$ cat config.mk
export PLATFORM = sky130hd
export DESIGN_NAME = fp_order_cmp
export DESIGN_NICKNAME = d
export VERILOG_FILES = /design/src/rtl/fp_cmp_pkg.sv /design/src/rtl/fp_cmp_classify.sv /design/src/rtl/fp_cmp_magnitude.sv /design/src/rtl/fp_order_cmp.sv
export SDC_FILE = /design/constraint.sdc
export NUM_CORES = 1
export LEC_CHECK = 0
export CELL_PAD_IN_SITES_DETAIL_PLACEMENT = 0
export CELL_PAD_IN_SITES_GLOBAL_PLACEMENT = 1
export CORE_ASPECT_RATIO = 0.75
export CORE_MARGIN = 3
export CORE_UTILIZATION = 26
export DETAILED_ROUTE_END_ITERATION = 7
export PLACE_DENSITY = 0.85
export SYNTH_ARGS = -nofsm -noshare
export SYNTH_HDL_FRONTEND = slang
export SYNTH_SLANG_ARGS = --single-unit
$ cat constraint.sdc
create_clock -name vclk -period 2.4
set_input_delay 0.48 -clock vclk [all_inputs]
set_output_delay 0.48 -clock vclk [all_outputs]
set_load 0.05 [all_outputs]
$ cat src/rtl/fp_cmp_pkg.sv
package fp_cmp_pkg;

  typedef enum logic [1:0] {
    PRED_OFF = 2'b00,
    PRED_EQ  = 2'b01,
    PRED_LT  = 2'b10,
    PRED_LE  = 2'b11
  } pred_e;

  // exponent field width for a supported storage width
  function automatic int exp_bits(input int w);
    if (w == 16)      return 5;
    else if (w == 64) return 11;
    else              return 8;
  endfunction

  // number of slices needed to cover a field of w bits
  function automatic int slice_count(input int w, input int s);
    return (w + s - 1) / s;
  endfunction

  // ordered relation of two signed values, NaN excluded
  function automatic logic [1:0] order_rel(input logic sa, input logic sb,
                                           input logic both_z,
                                           input logic mlt, input logic meq);
    logic lt, eq;
    if (both_z) begin
      lt = 1'b0; eq = 1'b1;
    end else if (sa != sb) begin
      lt = sa;   eq = 1'b0;
    end else if (!sa) begin
      lt = mlt;  eq = meq;
    end else begin
      lt = !mlt && !meq; eq = meq;
    end
    return {lt, eq};
  endfunction

endpackage

$ cat src/rtl/fp_cmp_classify.sv
module fp_cmp_classify #(
  parameter int W = 32
) (
  input  logic [W-1:0] opnd,
  output logic         sign,
  output logic         is_nan,
  output logic         is_zero,
  output logic [W-2:0] mag
);
  localparam int EW = fp_cmp_pkg::exp_bits(W);
  localparam int FW = W - 1 - EW;

  logic [EW-1:0] exp_f;
  logic [FW-1:0] frac_f;

  assign sign    = opnd[W-1];
  assign exp_f   = opnd[W-2 -: EW];
  assign frac_f  = opnd[FW-1:0];
  assign mag     = opnd[W-2:0];
  assign is_nan  = (&exp_f) && (|frac_f);
  assign is_zero = ~|mag;
endmodule

$ cat src/rtl/fp_cmp_magnitude.sv
module fp_cmp_magnitude #(
  parameter int MW    = 31,
  parameter int SLICE = 8
) (
  input  logic [MW-1:0] ma,
  input  logic [MW-1:0] mb,
  output logic          mag_lt,
  output logic          mag_eq
);
  localparam int NS = fp_cmp_pkg::slice_count(MW, SLICE);
  localparam int PW = NS * SLICE;

  logic [PW-1:0] pa, pb;
  logic [NS-1:0] s_lt, s_eq;

  assign pa = PW'(ma);
  assign pb = PW'(mb);

  for (genvar i = 0; i < NS; i++) begin : g_slice
    assign s_lt[i] = pa[i*SLICE +: SLICE] <  pb[i*SLICE +: SLICE];
    assign s_eq[i] = pa[i*SLICE +: SLICE] == pb[i*SLICE +: SLICE];
  end

  // most significant differing slice decides
  always_comb begin
    mag_lt = 1'b0;
    mag_eq = 1'b1;
    for (int i = NS - 1; i >= 0; i--) begin
      if (mag_eq) begin
        mag_lt = s_lt[i];
        mag_eq = s_eq[i];
      end
    end
  end
endmodule

$ cat src/rtl/fp_order_cmp.sv
module fp_order_cmp #(
  parameter int FP_WIDTH = 32,
  parameter int SLICE    = 8
) (
  input  logic [FP_WIDTH-1:0] a_op,
  input  logic [FP_WIDTH-1:0] b_op,
  input  logic [1:0]          pred_sel,
  output logic                hit
);
  import fp_cmp_pkg::*;

  localparam int MW = FP_WIDTH - 1;

  logic          sign_a, sign_b, nan_a, nan_b, zero_a, zero_b;
  logic [MW-1:0] mag_a, mag_b;
  logic          mag_lt, mag_eq;
  logic          unordered, both_zero, ord_lt, ord_eq;
  logic [1:0]    rel;

  fp_cmp_classify #(.W(FP_WIDTH)) u_cls_a (
    .opnd(a_op), .sign(sign_a), .is_nan(nan_a), .is_zero(zero_a), .mag(mag_a)
  );
  fp_cmp_classify #(.W(FP_WIDTH)) u_cls_b (
    .opnd(b_op), .sign(sign_b), .is_nan(nan_b), .is_zero(zero_b), .mag(mag_b)
  );
  fp_cmp_magnitude #(.MW(MW), .SLICE(SLICE)) u_mag (
    .ma(mag_a), .mb(mag_b), .mag_lt(mag_lt), .mag_eq(mag_eq)
  );

  assign unordered = nan_a | nan_b;
  assign both_zero = zero_a & zero_b;
  assign rel       = order_rel(sign_a, sign_b, both_zero, mag_lt, mag_eq);
  assign ord_lt    = rel[1];
  assign ord_eq    = rel[0];

  always_comb begin
    hit = 1'b0;
    if (!unordered) begin
      case (pred_e'(pred_sel))
        PRED_EQ: hit = ord_eq;
        PRED_LT: hit = ord_lt;
        PRED_LE: hit = ord_lt | ord_eq;
        default: hit = 1'b0;
      endcase
    end
  end
endmodule

==> flow_results.xml, run 1 <==
<?xml version="1.0" encoding="UTF-8"?>
<metrics>
  <group name="grt">
    <metric name="grtUsageTotal" unit="">0.171</metric>
    <metric name="grt_start_max_net_pins" unit="">5</metric>
    <metric name="grt_overflow_total" unit="">0</metric>
    <metric name="global_route_wire_length_before_repair" unit="mm">6.88</metric>
    <metric name="grt_pass1_vias" unit="">1570</metric>
    <metric name="grt_antenna_before_repair" unit="">0</metric>
  </group>
  <group name="routing">
    <metric name="drt_iter0_drc" unit="">24</metric>
    <metric name="post_drt_wl_per_cell" unit="µm">14.9</metric>
    <metric name="post_drt_via_cell_ratio" unit="">5.07</metric>
    <metric name="ant_nets" unit="">0</metric>
    <metric name="drt_drc_violations_left" unit="">0</metric>
    <metric name="postRouteWirelength" unit="mm">4.54</metric>
    <metric name="vias" unit="">1545</metric>
    <metric name="firstDrtPassIters" unit="">4</metric>
  </group>
  <group name="yosys">
    <metric name="synth_area_per_cell" unit="µm²">6.96</metric>
    <metric name="mapped_area" unit="µm²">1090</metric>
    <metric name="postSynthNetCount" unit="">253</metric>
    <metric name="ys_top_cells_by_area" unit="">sky130_fd_sc_hd__ha_1 (36%), sky130_fd_sc_hd__inv_1 (11%), sky130_fd_sc_hd__nand4_1 (9.2%), sky130_fd_sc_hd__nor4_1 (8.1%), sky130_fd_sc_hd__a21oi_1 (5.5%)</metric>
    <metric name="post_synth_most_frequent_cells" unit="">sky130_fd_sc_hd__ha_1 (31), sky130_fd_sc_hd__inv_1 (31), sky130_fd_sc_hd__nand4_1 (16)</metric>
    <metric name="synth.yosys.warnings" unit="">0</metric>
    <metric name="postSynthCellCount" unit="">156</metric>
    <metric name="synth_top_cell_by_area" unit="">sky130_fd_sc_hd__ha_1</metric>
    <metric name="synth_cell_types" unit="">27</metric>
    <metric name="synth_seq_area_share" unit="">0</metric>
    <metric name="synth.top_cell.area_share" unit="">0.357</metric>
  </group>
  <group name="pwr">
    <metric name="power.static_leakage" unit="µW">0.00107</metric>
    <metric name="irDropWorstVdd" unit="mV">0.0696</metric>
    <metric name="cellPowerDensity" unit="nW/µm²">154</metric>
  </group>
  <group name="final_layout">
    <metric name="fin_nets" unit="">352</metric>
    <metric name="syn2layout_area_growth" unit="%">120</metric>
    <metric name="layout-drive-gt1-share" unit="">0.573</metric>
    <metric name="seq_cell_count" unit="">0</metric>
    <metric name="final_core_utilization" unit="">0.623</metric>
    <metric name="num-clock-buffers" unit="">0</metric>
    <metric name="diodes_inserted" unit="">0</metric>
    <metric name="fillers" unit="">341</metric>
    <metric name="seqCellArea" unit="µm²">0</metric>
  </group>
  <group name="worst_setup_path">
    <metric name="crit_required" unit="ns">1.92</metric>
    <metric name="cp_most_frequent_cell" unit="">sky130_fd_sc_hd__buf_4</metric>
    <metric name="crit_fanout" unit="">3</metric>
    <metric name="path_buf_inv" unit="">5</metric>
    <metric name="arrival" unit="ns">2.28</metric>
    <metric name="type_of_origin_of_the_critical_path" unit="">input pin</metric>
    <metric name="cpPeakStageDelay" unit="ns">0.28</metric>
    <metric name="worst-setup-path-type" unit="">input pin to output port</metric>
    <metric name="cp-end-kind" unit="">output port</metric>
    <metric name="critical-path-slowest-cell" unit="">sky130_fd_sc_hd__o211ai_1</metric>
    <metric name="cp_top_family" unit="">compound AO/OA/AOI/OAI gates</metric>
    <metric name="crit_path_start" unit="">b_op[23]</metric>
    <metric name="cp_cell_sequence" unit="">buf_4 -&gt; inv_2 -&gt; ha_4 -&gt; nand4_1 -&gt; buf_4 -&gt; buf_4 -&gt; o211a_1 -&gt; o21a_1 -&gt; o211ai_1 -&gt; clkbuf_16</metric>
  </group>
  <group name="placed_design">
    <metric name="sum_of_net_half_perimeters_after_detailed_placement" unit="mm">3.70</metric>
    <metric name="gp_congestion" unit="">0.897</metric>
    <metric name="quantity_of_i_o_buffers_inserted_on_ports" unit="">67</metric>
  </group>
  <group name="sta">
    <metric name="setup_repair_after_global_routing_missed_its_margin" unit="">true</metric>
    <metric name="slew_hr" unit="">0.785</metric>
    <metric name="transition_time_at_the_pin_with_the_least_slew_margin" unit="ns">0.321</metric>
    <metric name="final_max_slew_viol_count" unit="">0</metric>
    <metric name="maxClockFrequency" unit="GHz">0.362</metric>
    <metric name="timing.final.setup_violations" unit="">1</metric>
    <metric name="timing.hold.ws" unit="ns">1.81</metric>
    <metric name="post-route-worst-setup-slack" unit="ns">-0.362</metric>
    <metric name="finalCritPeriodShare" unit="">1.15</metric>
    <metric name="layout_min_cycle_time" unit="ns">2.76</metric>
    <metric name="finalHoldViolations" unit="">0</metric>
  </group>
  <group name="floorplanning">
    <metric name="fp.dieArea" unit="µm²">5000</metric>
    <metric name="floorplan.io_pins" unit="">67</metric>
    <metric name="floorplan.rows" unit="">19</metric>
    <metric name="core_area" unit="µm²">3830</metric>
    <metric name="die_h" unit="µm">62.0</metric>
    <metric name="initial_utilization" unit="">0.284</metric>
    <metric name="fp.dieW" unit="µm">80.6</metric>
  </group>
  <group name="run_status">
    <metric name="violations" unit="">setup timing</metric>
    <metric name="outcome" unit="">finished with violations</metric>
  </group>
  <group name="clock_tree">
    <metric name="postCtsHoldBufs" unit="">0</metric>
  </group>
  <group name="min_path">
    <metric name="timing.hold.worst.class" unit="">input pin to output port</metric>
    <metric name="hold_start" unit="">a_op[2]</metric>
  </group>
  <group name="job">
    <metric name="timing.max_cap.violations" unit="">0</metric>
  </group>
</metrics>
-- layout by cell type (no fill, tap or decap), drive strengths merged, types with 4 or more instances in the layout --
cell / n
a21oi: 12
buf: 46
clkbuf: 38
clkdlybuf4s15: 5
clkdlybuf4s50: 4
ha: 31
inv: 31
nand2: 5
nand4: 16
nor2: 5
nor2b: 5
nor4: 16
o211ai: 4
o21a: 4
o21ai: 6
-- per-layer routing --
layer / part of all wire / routed length [µm] / global-route usage
met5: 0 / 0 / 0
met1: 0.44 / 2010 / 0.218
met4: 0.0092 / 42 / 0
met3: 0.048 / 217 / 0.0115
met2: 0.50 / 2280 / 0.340
-- final timing paths --
path               to  slack, ns  cells after the start
setup / recovery  hit      -0.36                     10
hold / removal    hit       1.81                      8
-- repair_timing --
item	in CTS	in global routing
pin swaps	36	43
endpoints found under the setup margin	1	1
resized for setup	117	160
setup buffers	7	9
-- report_power, final --
group / switching (µW) / internal (µW) / leakage (µW)
clock: 0 / 0 / 0
combinational: 175 / 194 / 0.00107
sequential: 0 / 0 / 0
-- per-stage QoR --
step	setup TNS [ns]	std cells	cell area, µm²	total power (µW)	setup WS, ns
after floorplan	-0.315	156	1250	131	-0.315
after global placement	-0.753	291	2110	332	-0.753
after detailed placement	-0.789	291	2110	337	-0.789
after CTS	-0.487	298	2240	332	-0.487
after global routing	-0.434	305	2390	406	-0.434
final	-0.362	305	2390	369	-0.362
-- cell families after synthesis --
family                     count (synthesis)  share of synthesized area
adders and majority gates                 31                      0.357
AOI/OAI and AO/OA                         34                      0.198
buffers and inverters                     31                      0.107
and+or+nand+nor                           60                      0.338
-- cell type report --
class                      count  area, µm²  share of cell area
inverter                      31        159              0.0666
multi-input combinational    125       1410               0.590
tap                           52       65.1              0.0273
timing repair buffer          97        754               0.316
Power figures use the tool's default switching activity.
==> inputs of run 2 (changes only) <==
- SLEW_MARGIN: not set -> 20
==> results of run 2 <==
Same layout as run 1: the final DEF is identical, and so are final timing and power.
